File: src/rtl/mcast_hash_filter.sv
module mcast_hash_filter #(
  parameter int          AW       = 2,
  parameter int          NSTA     = 6,
  parameter int          NFILT    = 8,
  parameter logic [31:0] POLY     = 32'hEDB88320,
  parameter logic [31:0] CRC_INIT = 32'hFFFFFFFF
) (
  input  logic          clk,
  input  logic          rst_n,
  input  logic          cfg_we,
  input  logic [AW-1:0] cfg_addr,
  input  logic [7:0]    cfg_wdata,
  input  logic          frm_start,
  input  logic          addr_valid,
  input  logic [7:0]    addr_byte,
  output logic          dec_valid,
  output logic          dec_accept
);
  localparam int FBITS = NFILT * 8;
  localparam int IW    = $clog2(FBITS);
  localparam int PW    = $clog2(NFILT + 1);
  localparam int CW    = $clog2(NSTA + 1);

  logic             rx_en, prom, upd_en, upd_log;
  logic [PW-1:0]    ptr;
  logic [NSTA*8-1:0] sta;
  logic [FBITS-1:0] filt;
  logic [CW-1:0]    cnt;
  logic [31:0]      crc;
  logic             match, bcast, mcast;

  function automatic logic [31:0] crc_byte(input logic [31:0] c, input logic [7:0] b);
    logic [31:0] r;
    r = c;
    for (int j = 0; j < 8; j++)
      r = r[0] ^ b[j] ? ((r >> 1) ^ POLY) : (r >> 1);
    return r;
  endfunction

  always_ff @(posedge clk) begin
    if (!rst_n) begin
      rx_en <= 1'b0; prom <= 1'b0; upd_en <= 1'b0; upd_log <= 1'b0;
      ptr <= '0; sta <= '0; filt <= '0;
    end else if (cfg_we) begin
      case (cfg_addr)
        AW'(0): begin rx_en <= cfg_wdata[0]; prom <= cfg_wdata[1]; end
        AW'(1): begin upd_en <= cfg_wdata[0]; upd_log <= cfg_wdata[1]; ptr <= '0; end
        AW'(2): if (upd_en) begin
          if (upd_log && ptr < PW'(NFILT)) filt[ptr*8 +: 8] <= cfg_wdata;
          if (!upd_log && ptr < PW'(NSTA)) sta[ptr*8 +: 8] <= cfg_wdata;
          if (ptr < PW'(NFILT)) ptr <= ptr + 1'b1;
        end
        default: ;
      endcase
    end
  end

  wire          take   = addr_valid && (frm_start || cnt < CW'(NSTA));
  wire [CW-1:0] k      = frm_start ? '0 : cnt;
  wire [31:0]   crc_nx = crc_byte(frm_start ? CRC_INIT : crc, addr_byte);
  wire          mat_nx = (frm_start || match) && (addr_byte == sta[k*8 +: 8]);
  wire          bc_nx  = (frm_start || bcast) && (addr_byte == 8'hFF);
  wire          mc_nx  = (k == '0) ? addr_byte[0] : mcast;
  wire          last   = take && (k == CW'(NSTA - 1));
  wire [IW-1:0] hidx   = crc_nx[31 -: IW];
  wire          pass   = prom || (mc_nx ? (bc_nx || filt[hidx]) : mat_nx);

  always_ff @(posedge clk) begin
    if (!rst_n) begin
      cnt <= CW'(NSTA); crc <= CRC_INIT;
      match <= 1'b0; bcast <= 1'b0; mcast <= 1'b0;
      dec_valid <= 1'b0; dec_accept <= 1'b0;
    end else begin
      if (take) begin
        cnt <= k + 1'b1; crc <= crc_nx;
        match <= mat_nx; bcast <= bc_nx; mcast <= mc_nx;
      end else if (frm_start) begin
        cnt <= '0; crc <= CRC_INIT;
      end
      dec_valid  <= last;
      dec_accept <= last && rx_en && pass;
    end
  end
endmodule

File: config.mk
export PLATFORM = sky130hd
export DESIGN_NAME = mcast_hash_filter
export DESIGN_NICKNAME = d
export VERILOG_FILES = /design/src/rtl/mcast_hash_filter.sv
export SDC_FILE = /design/constraint.sdc
export NUM_CORES = 1
export LEC_CHECK = 0
export ABC_CLOCK_PERIOD_IN_PS = 3300
export BUFFER_PORTS_ARGS = -buffer_cell sky130_fd_sc_hd__buf_2
export CAP_MARGIN = 10
export CELL_PAD_IN_SITES_DETAIL_PLACEMENT = 1
export CELL_PAD_IN_SITES_GLOBAL_PLACEMENT = 1
export CORE_MARGIN = 3
export CORE_UTILIZATION = 50
export CTS_BUF_LIST = sky130_fd_sc_hd__clkbuf_4 sky130_fd_sc_hd__clkbuf_8
export CTS_CLUSTER_SIZE = 25
export DETAILED_ROUTE_END_ITERATION = 8
export PLACE_DENSITY_LB_ADDON = 0.1
export SYNTH_ARGS = -nofsm -noshare
export SYNTH_HDL_FRONTEND = slang
export SYNTH_SLANG_ARGS = --single-unit
export TNS_END_PERCENT = 1
File: constraint.sdc
create_clock -name clk -period 3.3 [get_ports clk]
set_input_delay 0.66 -clock clk [delete_from_list [all_inputs] [get_ports clk]]
set_output_delay 0.66 -clock clk [all_outputs]
set_load 0.01 [all_outputs]
Word-level counts from Yosys, hierarchy flattened
Cells that the tools add are included.
W data, S select, Z words.
{"block": "totals", "elab_cells": 92, "in_bits": 23, "output_inout_bits": 2, "register_bits": 160}
{"block": "op_classes", "n_mux": 21, "bitwise": 16, "n_lt_le_gt_ge": 4, "n_shift": 5, "n_reduce_logical": 22, "eq_ne": 7, "n_addsub": 3}
{"operator": "$mux W32", "n": 10}
{"operator": "$not A13 Y14", "n": 8}
{"operator": "$bwmux W64", "n": 1}
{"operator": "$shift A8 B34 Y64 const A", "n": 1}
{"operator": "$shiftx A8 B34 Y64", "n": 1}
{"operator": "$bwmux W48", "n": 1}
{"operator": "$shift A8 B34 Y48 const A", "n": 1}
{"operator": "$shiftx A48 B7 Y8", "n": 1}
{"operator": "$shiftx A8 B34 Y48", "n": 1}
{"operator": "$neg A7 Y34", "n": 1}
{"operator": "$reduce_and A4 Y1", "n": 3}
{"operator": "$eq A8 B8 Y1", "n": 1}
{"operator": "$eq A8 B8 Y1 const B", "n": 1}
{"operator": "$logic_and A1 B1 Y1", "n": 8}
{"operator": "$mux W4", "n": 2}
{"operator": "$pmux W4 S2", "n": 1}
{"operator": "$xor A1 B1 Y1", "n": 8}
{"operator": "$lt A6 B7 Y1 const B", "n": 1}
{"operator": "$bmux W1 S6", "n": 1}
{"operator": "$mux W3", "n": 2}
{"operator": "$logic_or A1 B1 Y1", "n": 5}
{"operator": "$add A4 B1 Y4 const B", "n": 1}
{"operator": "$lt A4 B3 Y1 const B", "n": 1}
{"operator": "$lt A4 B4 Y1 const B", "n": 1}
{"operator": "other kinds (12)", "n": 16}

Longest topological paths before layout
Gate-level depths: netlist of run 1.
{"block": "depth", "ltp_word": 23, "depth_mapped": 12, "ltp_nobuf": 9}

Least setup slack after synthesis of run 1
OpenSTA, ideal clock, no wires.
{"block": "synth_path", "path_kind": "in2reg", "startpoint": "input addr_byte[3]", "endpoint": "register dec_accept", "path_slack_ps": 234, "cell_stages": 11, "required_ps": 3169, "setup_ps": 131, "arrival_ps": 2935, "cell_sequence": "clkbuf_2 -> xor2_1 -> xnor3_1 -> xnor3_1 -> buf_6 -> buf_12 -> mux4_2 -> nand3_1 -> a21oi_1 -> a311oi_1 -> a31oi_1"}
{"block": "synth_between", "elab_chain_cells": 15, "elab_cells_between_ends": 20}
{"element": "start: declaration", "line": "15", "source": "input logic [7:0] addr_byte,"}
{"element": "$xor A1 B1 Y1", "line": "36", "source": "r = r[0] ^ b[j] ? ((r >> 1) ^ POLY) : (r >> 1);"}
{"element": "$mux W32", "line": "36"}
{"element": "$not A13 Y14 (no source line)"}
{"element": "$mux W32", "line": "36"}
{"element": "$mux W32 or $not A13 Y14 (tied branches)"}
{"element": "$not A13 Y14 (no source line) or $mux W32 (tied branches)"}
{"element": "$mux W32", "line": "36"}
{"element": "$not A13 Y14 (no source line)"}
{"element": "$mux W32", "line": "36"}
{"element": "$bmux W1 S6", "line": "66", "source": "wire pass = prom || (mc_nx ? (bc_nx || filt[hidx]) : mat_nx);"}
{"element": "$mux W1 (not written as such)", "line": "66"}
{"element": "$logic_or A1 B1 Y1", "line": "66"}
{"element": "$mux W1 *", "line": "66"}
{"element": "$logic_or A1 B1 Y1 *", "line": "66"}
{"element": "$logic_and A1 B1 Y1 *", "line": "81", "source": "dec_accept <= last && rx_en && pass;"}
{"element": "end signal: assignment", "line": "81"}
{"element": "end: declaration", "line": "17", "source": "output logic dec_accept"}
Mark *: on every way between the ends. The rest lies on a longest branch, timed or not. The select of a mux whose other input is x is not followed.
A chain may end at the register's enable or synchronous reset.

Final worst setup path of run 1
{"block": "layout_path", "startpoint": "register crc[3]", "endpoint": "register dec_accept"}
{"block": "layout_between", "elab_chain_cells": 19, "elab_cells_between_ends": 20}
{"element": "start: declaration", "line": "29", "source": "logic [31:0] crc;"}
{"element": "start signal: assignment", "line": "75", "source": "cnt <= k + 1'b1; crc <= crc_nx;"}
{"element": "$mux W32 *"}
{"element": "$mux W32 * (3 in a row)", "line": "36"}
{"element": "$xor A1 B1 Y1 *", "line": "36"}
{"element": "$mux W32 *", "line": "36"}
{"element": "$not A13 Y14 (no source line)"}
{"element": "$mux W32 * (2 in a row)", "line": "36"}
{"element": "$not A13 Y14 (no source line) or $mux W32 (tied branches)"}
{"element": "$mux W32 *", "line": "36"}
{"element": "$not A13 Y14 (no source line)"}
{"element": "$mux W32 *", "line": "36"}
{"element": "$bmux W1 S6 *", "line": "66"}
{"element": "$mux W1 (not written as such) *", "line": "66"}
{"element": "$logic_or A1 B1 Y1 *", "line": "66"}
{"element": "$mux W1 *", "line": "66"}
{"element": "$logic_or A1 B1 Y1 *", "line": "66"}
{"element": "$logic_and A1 B1 Y1 *", "line": "81"}
Marks and branches as above.

==> metrics, run 1 <==
outcome=complete, no violations; initial antenna violation count=0; area of the multi-input gates=5240 um2; largest net degree at the start of global routing=65; FILL cells=1995; Die Height=139 um; first-pass GRT wire length=41.8 mm; routability cong.=0.832; Overflow after GRT=0; H-tree depth=4; Power, Total=4.88 mW; Power Density=between 400 and 500 nW/um2; CTS hold repair buffers=0; fraction of registers with async set/reset=0%; Synth cell types=58; DR WL/cell=slightly above 20 um; Ports=25; Area contributors post-synth=dfxtp_1, mux2i_1, nor2b_1, xnor2_1, nor2_1; Core ar.=16900 um2; CP arrival=3240 ps; Final nets=1063; Avg Cell Area, Syn=8.80 um2; WHS Path Cells=2; worst reg2reg path startpoint=crc[3]$_SDFF_PN1_; Hold Path Class=register to register; Num CTS Buffers=17; Synth Flop Type=dfxtp_1; Tightest Pin Transition=about 930 ps; DP Worst Slack=68.7 ps; CTS root buffer=clkbuf_8; Crit Path Max Fanout=18; CP Data Required Time=3640 ps; YS warnings=0; count of final setup violators=0; fin. max-slew vios=0; Max Clk Rate=345 MHz; fin worst setup slack=approximately 400 ps; Std-Cell Rows=47; Seq. cell area=3200 um2; Worst-Skew Late Latency=between 400 and 500 ps; Register-to-Register Setup Slack=roughly 400 ps; clk_skew=17.2 ps; number of routed nets with antenna violations=0; net count after synthesis=about 1000; GRT Overall Usage=27.2%; Area growth syn-to-layout=10.9%; DRT Pass-1 Iters=5; Final Hold Viols=0; vias in the first global route=about 7500; Horiz. Die Dim=139 um; deepest clock path buffer count=2; Max IR drop VDD=0.307 mV; depth of the worst register-to-register path=10; Worst Setup End Kind=register; Vias=7215; sequential share of the synthesized area=36.3%; TritonCTS clock tree=built; Max-slew headroom=37.6%; fraction of layout cells with a size suffix above 1=a little over an eighth; Syn Inst Count=1003; cell accounting for the most synthesized area=dfxtp_1; Starting DRT DRC Count=around 420; Yosys top cell area share=36.3%; final worst-path cycle share=87.9%; total wire length=26.0 mm; I/O Buffers=24; Clk pin slew, worst setup/hold paths=90 ps; Sink Count=160; Total Negative Setup Slacks=0 ps; DRC errors left=0; Die ar.=19300 um2; startpoint types=register; Post-CTS Resized=0; Setup crit start=crc[3]$_SDFF_PN1_; drt via density=5.71; unrepaired setup endpoints after global routing=no; worst hold margin=around 470 ps; number of synthesized flops with an enable pin=0; Netlist Area Pre-Place=8820 um2; worst hold start=match$_SDFFE_PN0P_; #FFs+latches synth=160; maxcap violations=0; Final Util=57.8%; Initial Util=52.1%; Lkg Pwr=about 3.4 nW; fin crit period=between 2000 and 3000 ps; worst r2r dst=dec_accept$_SDFF_PN0_; setup bufs post-CTS=0; Crit Path Category=register to register; ant diodes=0; DP HPWL=18.3 mm; WHS Endpoint=match$_SDFFE_PN0P_
layer usage:
| metal | GRT usage (%) | vias to the layer above | part of all wire [%] |
|---|---|---|---|
| met2 | 44.8 | 136 | 48 |
| met5 | 0 | - | 0 |
| met4 | 8.24 | 0 | 2.0 |
| met3 | 5.59 | 41 | 4.5 |
| met1 | 36.2 | 3544 | 46 |
| li1 | - | 3494 | - |
kinds of logic after synthesis:
group / count (synthesis) / synth area share, %
simple gates: 404 / 23.5
flops: 160 / 36.3
compound gates: 154 / 10.1
mux: 109 / 14.7
xor+xnor: 85 / 9.88
buf+inv: 83 / 4.38
fa+ha+maj: 8 / 1.13
area by class of cell:
| type | instances | area share, % |
|---|---|---|
| repair buffers | 82 | 6.34 |
| clock buffers | 23 | 3.17 |
| flip-flops and latches | 160 | 32.7 |
| multi-input cells | 760 | 53.5 |
| well taps | 220 | 2.81 |
| inverters | 11 | 0.422 |
| clock inverters | 8 | 1.05 |
Yosys cell counts (7+ instances only):
cell / count
o21ai_0: 38
dfxtp_1: 160
xnor2_1: 53
o22ai_1: 17
inv_1: 11
mux4_2: 7
mux2_2: 7
ha_1: 8
mux4_1: 7
a21oi_1: 66
clkbuf_1: 51
mux2i_1: 88
nand2b_1: 8
xor2_1: 22
nor2b_1: 124
and2_1: 18
nor3_1: 68
nor2_1: 92
nand2_1: 63
report_power, final:
part	leakage (nW)	switching, mW	internal (mW)
Combinational	1.91	0.706	0.592
Clock	0.208	0.756	0.780
Sequential	1.30	0.0580	1.99
Total	3.41	1.52	3.36
through the flow:
| stage | area [um2] | cells |
|---|---|---|
| 4_1_cts | 9790 | 1264 |
| 3_3_place_gp | 9380 | 1233 |
| 3_5_place_dp | 9380 | 1233 |
| 5_1_grt | 9790 | 1264 |
| 2_1_floorplan | 8820 | 1003 |
| 6_report | 9790 | 1264 |
layout by cell type (no fill, tap or decap), types with 22 or more instances in the layout:
master      n
buf_4      54
nor2_1     92
nand2_1    63
dfxtp_1   160
clkbuf_8   22
buf_2      23
o21ai_0    38
a21oi_1    66
nor2b_1   124
nor3_1     68
xnor2_1    53
mux2i_1    88
xor2_1     22
how the worst max path moves through the flow:
stage	end	slack [ps]	cells after the start
after floorplan	dec_accept$_SDFF_PN0_	230	11
after global placement	dec_accept$_SDFF_PN0_	130	11
after detailed placement	dec_accept$_SDFF_PN0_	70	11
after CTS	dec_accept$_SDFF_PN0_	360	10
after global routing	dec_accept$_SDFF_PN0_	200	10
final	dec_accept$_SDFF_PN0_	400	10
flip-flops by register name, summed over array words and instances (netlist names):
register / count
bcast: 1
cnt: 3
crc: 32
dec_accept: 1
dec_valid: 1
filt: 64
match: 1
mcast: 1
prom: 1
ptr: 4
rx_en: 1
sta: 48
upd_en: 1
upd_log: 1
worst max-delay path: stages, from the launching register on:
cell and delay (ps):
dfxtp_1 460, xnor2_1 110, nor2_1 200, xnor3_1 400, xnor3_1 280, buf_12 190, mux4_1 590, nand2_1 90
a211oi_1 60, nor4_1 280, a31oi_1 110
(Power assumes the default switching activity.)
==> run 2: changes to the inputs <==
--- a/config.mk
+++ b/config.mk
@@ -15,6 +15,7 @@
 export CTS_BUF_LIST = sky130_fd_sc_hd__clkbuf_4 sky130_fd_sc_hd__clkbuf_8
 export CTS_CLUSTER_SIZE = 25
 export DETAILED_ROUTE_END_ITERATION = 8
+export HOLD_SLACK_MARGIN = 0.12
 export PLACE_DENSITY_LB_ADDON = 0.1
 export SYNTH_ARGS = -nofsm -noshare
 export SYNTH_HDL_FRONTEND = slang
==> constraint.sdc (replaced) <==
create_clock -name clk -period 3.3 [get_ports clk]
set_input_delay 0.165 -clock clk [delete_from_list [all_inputs] [get_ports clk]]
set_output_delay 0.165 -clock clk [all_outputs]
set_load 0.01 [all_outputs]
==> run 2 against run 1 <==
Routed wire length down 0.37%; total power down 2.0%; critical path type unchanged; critical path depth unchanged; first-iteration DRC count down 1.2%; final area down 1.8%; non-clock buffer count down 16; clock skew down 7.0 ps; sequential share of layout area up 0.59 points; highest routed layer unchanged; largest cell class unchanged; setup slack worse by 110 ps.
==> metrics, run 2 (synthesized netlist as in run 1, its figures left out) <==
vias in the first global route=7479 (was 7501); area of the multi-input gates=5240 um2 (unchanged); DRC errors left=0 (unchanged); Max Clk Rate=332 MHz (was 345 MHz); Total Negative Setup Slacks=0 ps (unchanged); Power Density=498 nW/um2 (was 499 nW/um2); largest net degree at the start of global routing=78 (was 65); ant diodes=0 (unchanged); fraction of layout cells with a size suffix above 1=12.0% (was 13.6%); Die Height=139 um (unchanged); Max IR drop VDD=0.270 mV (was 0.307 mV); Clk pin slew, worst setup/hold paths=90 ps (about the same); Setup crit start=crc[6]$_SDFF_PN1_ (was crc[3]$_SDFF_PN1_); Crit Path Category=register to register (unchanged); total wire length=25.9 mm (was 26.0 mm); unrepaired setup endpoints after global routing=no (unchanged); CTS hold repair buffers=4 (was 0); fin worst setup slack=289 ps (was 400 ps); commonest non-fill, non-tap cells in the layout=dfxtp_1, nor2b_1, nor2_1 (unchanged); Crit Path Max Fanout=19 (was 18); number of routed nets with antenna violations=0 (unchanged); FILL cells=1994 (was 1995); Die ar.=19300 um2 (unchanged); Ports=25 (unchanged); Vias=7161 (was 7215); routability cong.=0.831 (was 0.832); Starting DRT DRC Count=412 (was 417); GRT Overall Usage=27.4% (was 27.2%); DR WL/cell=20.8 um (was 20.6 um); Initial Util=52.1% (unchanged); clk_skew=10.2 ps (was 17.2 ps); Max-slew headroom=35.5% (was 37.6%); CP Data Required Time=3630 ps (was 3640 ps); I/O Buffers=24 (unchanged); startpoint types=register (unchanged); DRT Pass-1 Iters=4 (was 5); most common cell after layout, fill and taps aside=dfxtp_1 (unchanged); Sink Count=160 (unchanged); fin. max-slew vios=0 (unchanged); Final Hold Viols=0 (unchanged); crit-path max cell delay=530 ps (was 590 ps); crit path to=dec_accept$_SDFF_PN0_ (unchanged); Buf/Inv on CP=1 (unchanged); worst reg2reg path startpoint=crc[6]$_SDFF_PN1_ (was crc[3]$_SDFF_PN1_); Seq. cell area=3200 um2 (unchanged); maxcap violations=0 (unchanged); slowest stage cell, crit path=xnor3_1 (was mux4_1); Largest register FFs=64 (unchanged); first-pass GRT wire length=42.2 mm (was 41.8 mm); Worst Setup End Kind=register (unchanged); largest register by flop count=filt (unchanged); setup bufs post-CTS=0 (unchanged); Horiz. Die Dim=139 um (unchanged); final worst-path cycle share=91.3% (was 87.9%); WHS Path Cells=5 (was 2); Worst-Skew Late Latency=450 ps (was 460 ps); H-tree depth=4 (unchanged); Area growth syn-to-layout=8.96% (was 10.9%); Num CTS Buffers=17 (unchanged); largest registers=filt (64), sta (48), crc (32) (unchanged); Post-CTS Resized=0 (unchanged); worst r2r dst=dec_accept$_SDFF_PN0_ (unchanged); deepest clock path buffer count=2 (unchanged); Tightest Pin Transition=965 ps (was 929 ps); count of final setup violators=0 (unchanged); outcome=complete, no violations (unchanged); Levels on crit path=10 (unchanged); Final nets=1047 (was 1063); depth of the worst register-to-register path=10 (unchanged); DP HPWL=18.1 mm (was 18.3 mm); CTS root buffer=clkbuf_8 (unchanged); Std-Cell Rows=47 (unchanged); Overflow after GRT=0 (unchanged); initial antenna violation count=0 (unchanged); drt via density=5.73 (was 5.71); Register-to-Register Setup Slack=290 ps (was 400 ps); CP arrival=3350 ps (was 3240 ps); crit-path leading delay family=XOR/XNOR gates (unchanged); critical path cell sequence=xnor2_2, nor2_2, xnor2_4, xnor3_1, buf_12, mux4_1, nand2_1, a211oi_1, nor4_1, a31oi_1 (was xnor2_1, nor2_1, xnor3_1, xnor3_1, buf_12, mux4_1, nand2_1, a211oi_1, nor4_1, a31oi_1); Lkg Pwr=3.31 nW (was 3.41 nW); TritonCTS clock tree=built (unchanged); Hold Path Class=input pin to register (was register to register); fin crit period=3010 ps (was 2900 ps); Core ar.=16900 um2 (unchanged); DP Worst Slack=371 ps (was 68.7 ps)
run 2: cell count changes in the layout (fill, tap and decap cells not counted), sizes merged:
cell and delta:
dlygate4sd3 +4, clkbuf +1, buf -20
run 2: report_power, final:
group	leakage (nW)	switching [mW]	internal (mW)	total [mW]
combinational	1.81	0.702	0.534	1.24
clock	0.202	0.755	0.747	1.50
sequential	1.30	0.0565	1.99	2.05
run 2: layer usage:
layer	global-route usage, %	wire length [um]	vias up
li1	-	-	3453
met1	36.5	12000	3553
met2	45.7	12500	125
met3	5.66	1100	30
met4	6.85	370	0
met5	0	0	-
run 2: worst min path at each step:
stage                                       to  slack (ps)               start
after detailed placement    match$_SDFFE_PN0P_         460  match$_SDFFE_PN0P_
after floorplan              cnt[1]$_SDFF_PN1_         310          addr_valid
after global routing      sta[36]$_SDFFE_PN0P_         190        cfg_wdata[4]
after CTS                    prom$_SDFFE_PN0P_         160         cfg_addr[1]
final                       bcast$_SDFFE_PN0P_         180        addr_byte[6]
after global placement      match$_SDFFE_PN0P_         450  match$_SDFFE_PN0P_
run 2: stage by stage:
| stage | util [%] | power [mW] | instance area [um2] | hold slack [ps] | std cells |
|---|---|---|---|---|---|
| after floorplan | - | 3.02 | 8820 | 310 | 1003 |
| after global placement | 54.2 | 3.28 | 9180 | 449 | 1213 |
| after detailed placement | 54.2 | 3.31 | 9180 | 458 | 1213 |
| after CTS | 56.8 | 4.81 | 9620 | 165 | 1249 |
| after global routing | 56.8 | 5.01 | 9620 | 191 | 1249 |
| final | 56.8 | 4.79 | 9620 | 184 | 1249 |
run 2: layout make-up:
type	count	share of cell area, %
multi-input combinational	760	54.5
clock buffer	24	3.04
tap	220	2.86
clock inverter	8	1.11
inverter	11	0.429
timing repair buffer	66	4.79
sequential	160	33.3
run 2: tightest hold or removal path, delay by kind of cell:
kind                   cells  cell delay (ps)
AND/OR/NAND/NOR            3              210
AO/OA/AOI/OAI              1               70
buffers and inverters      1              140
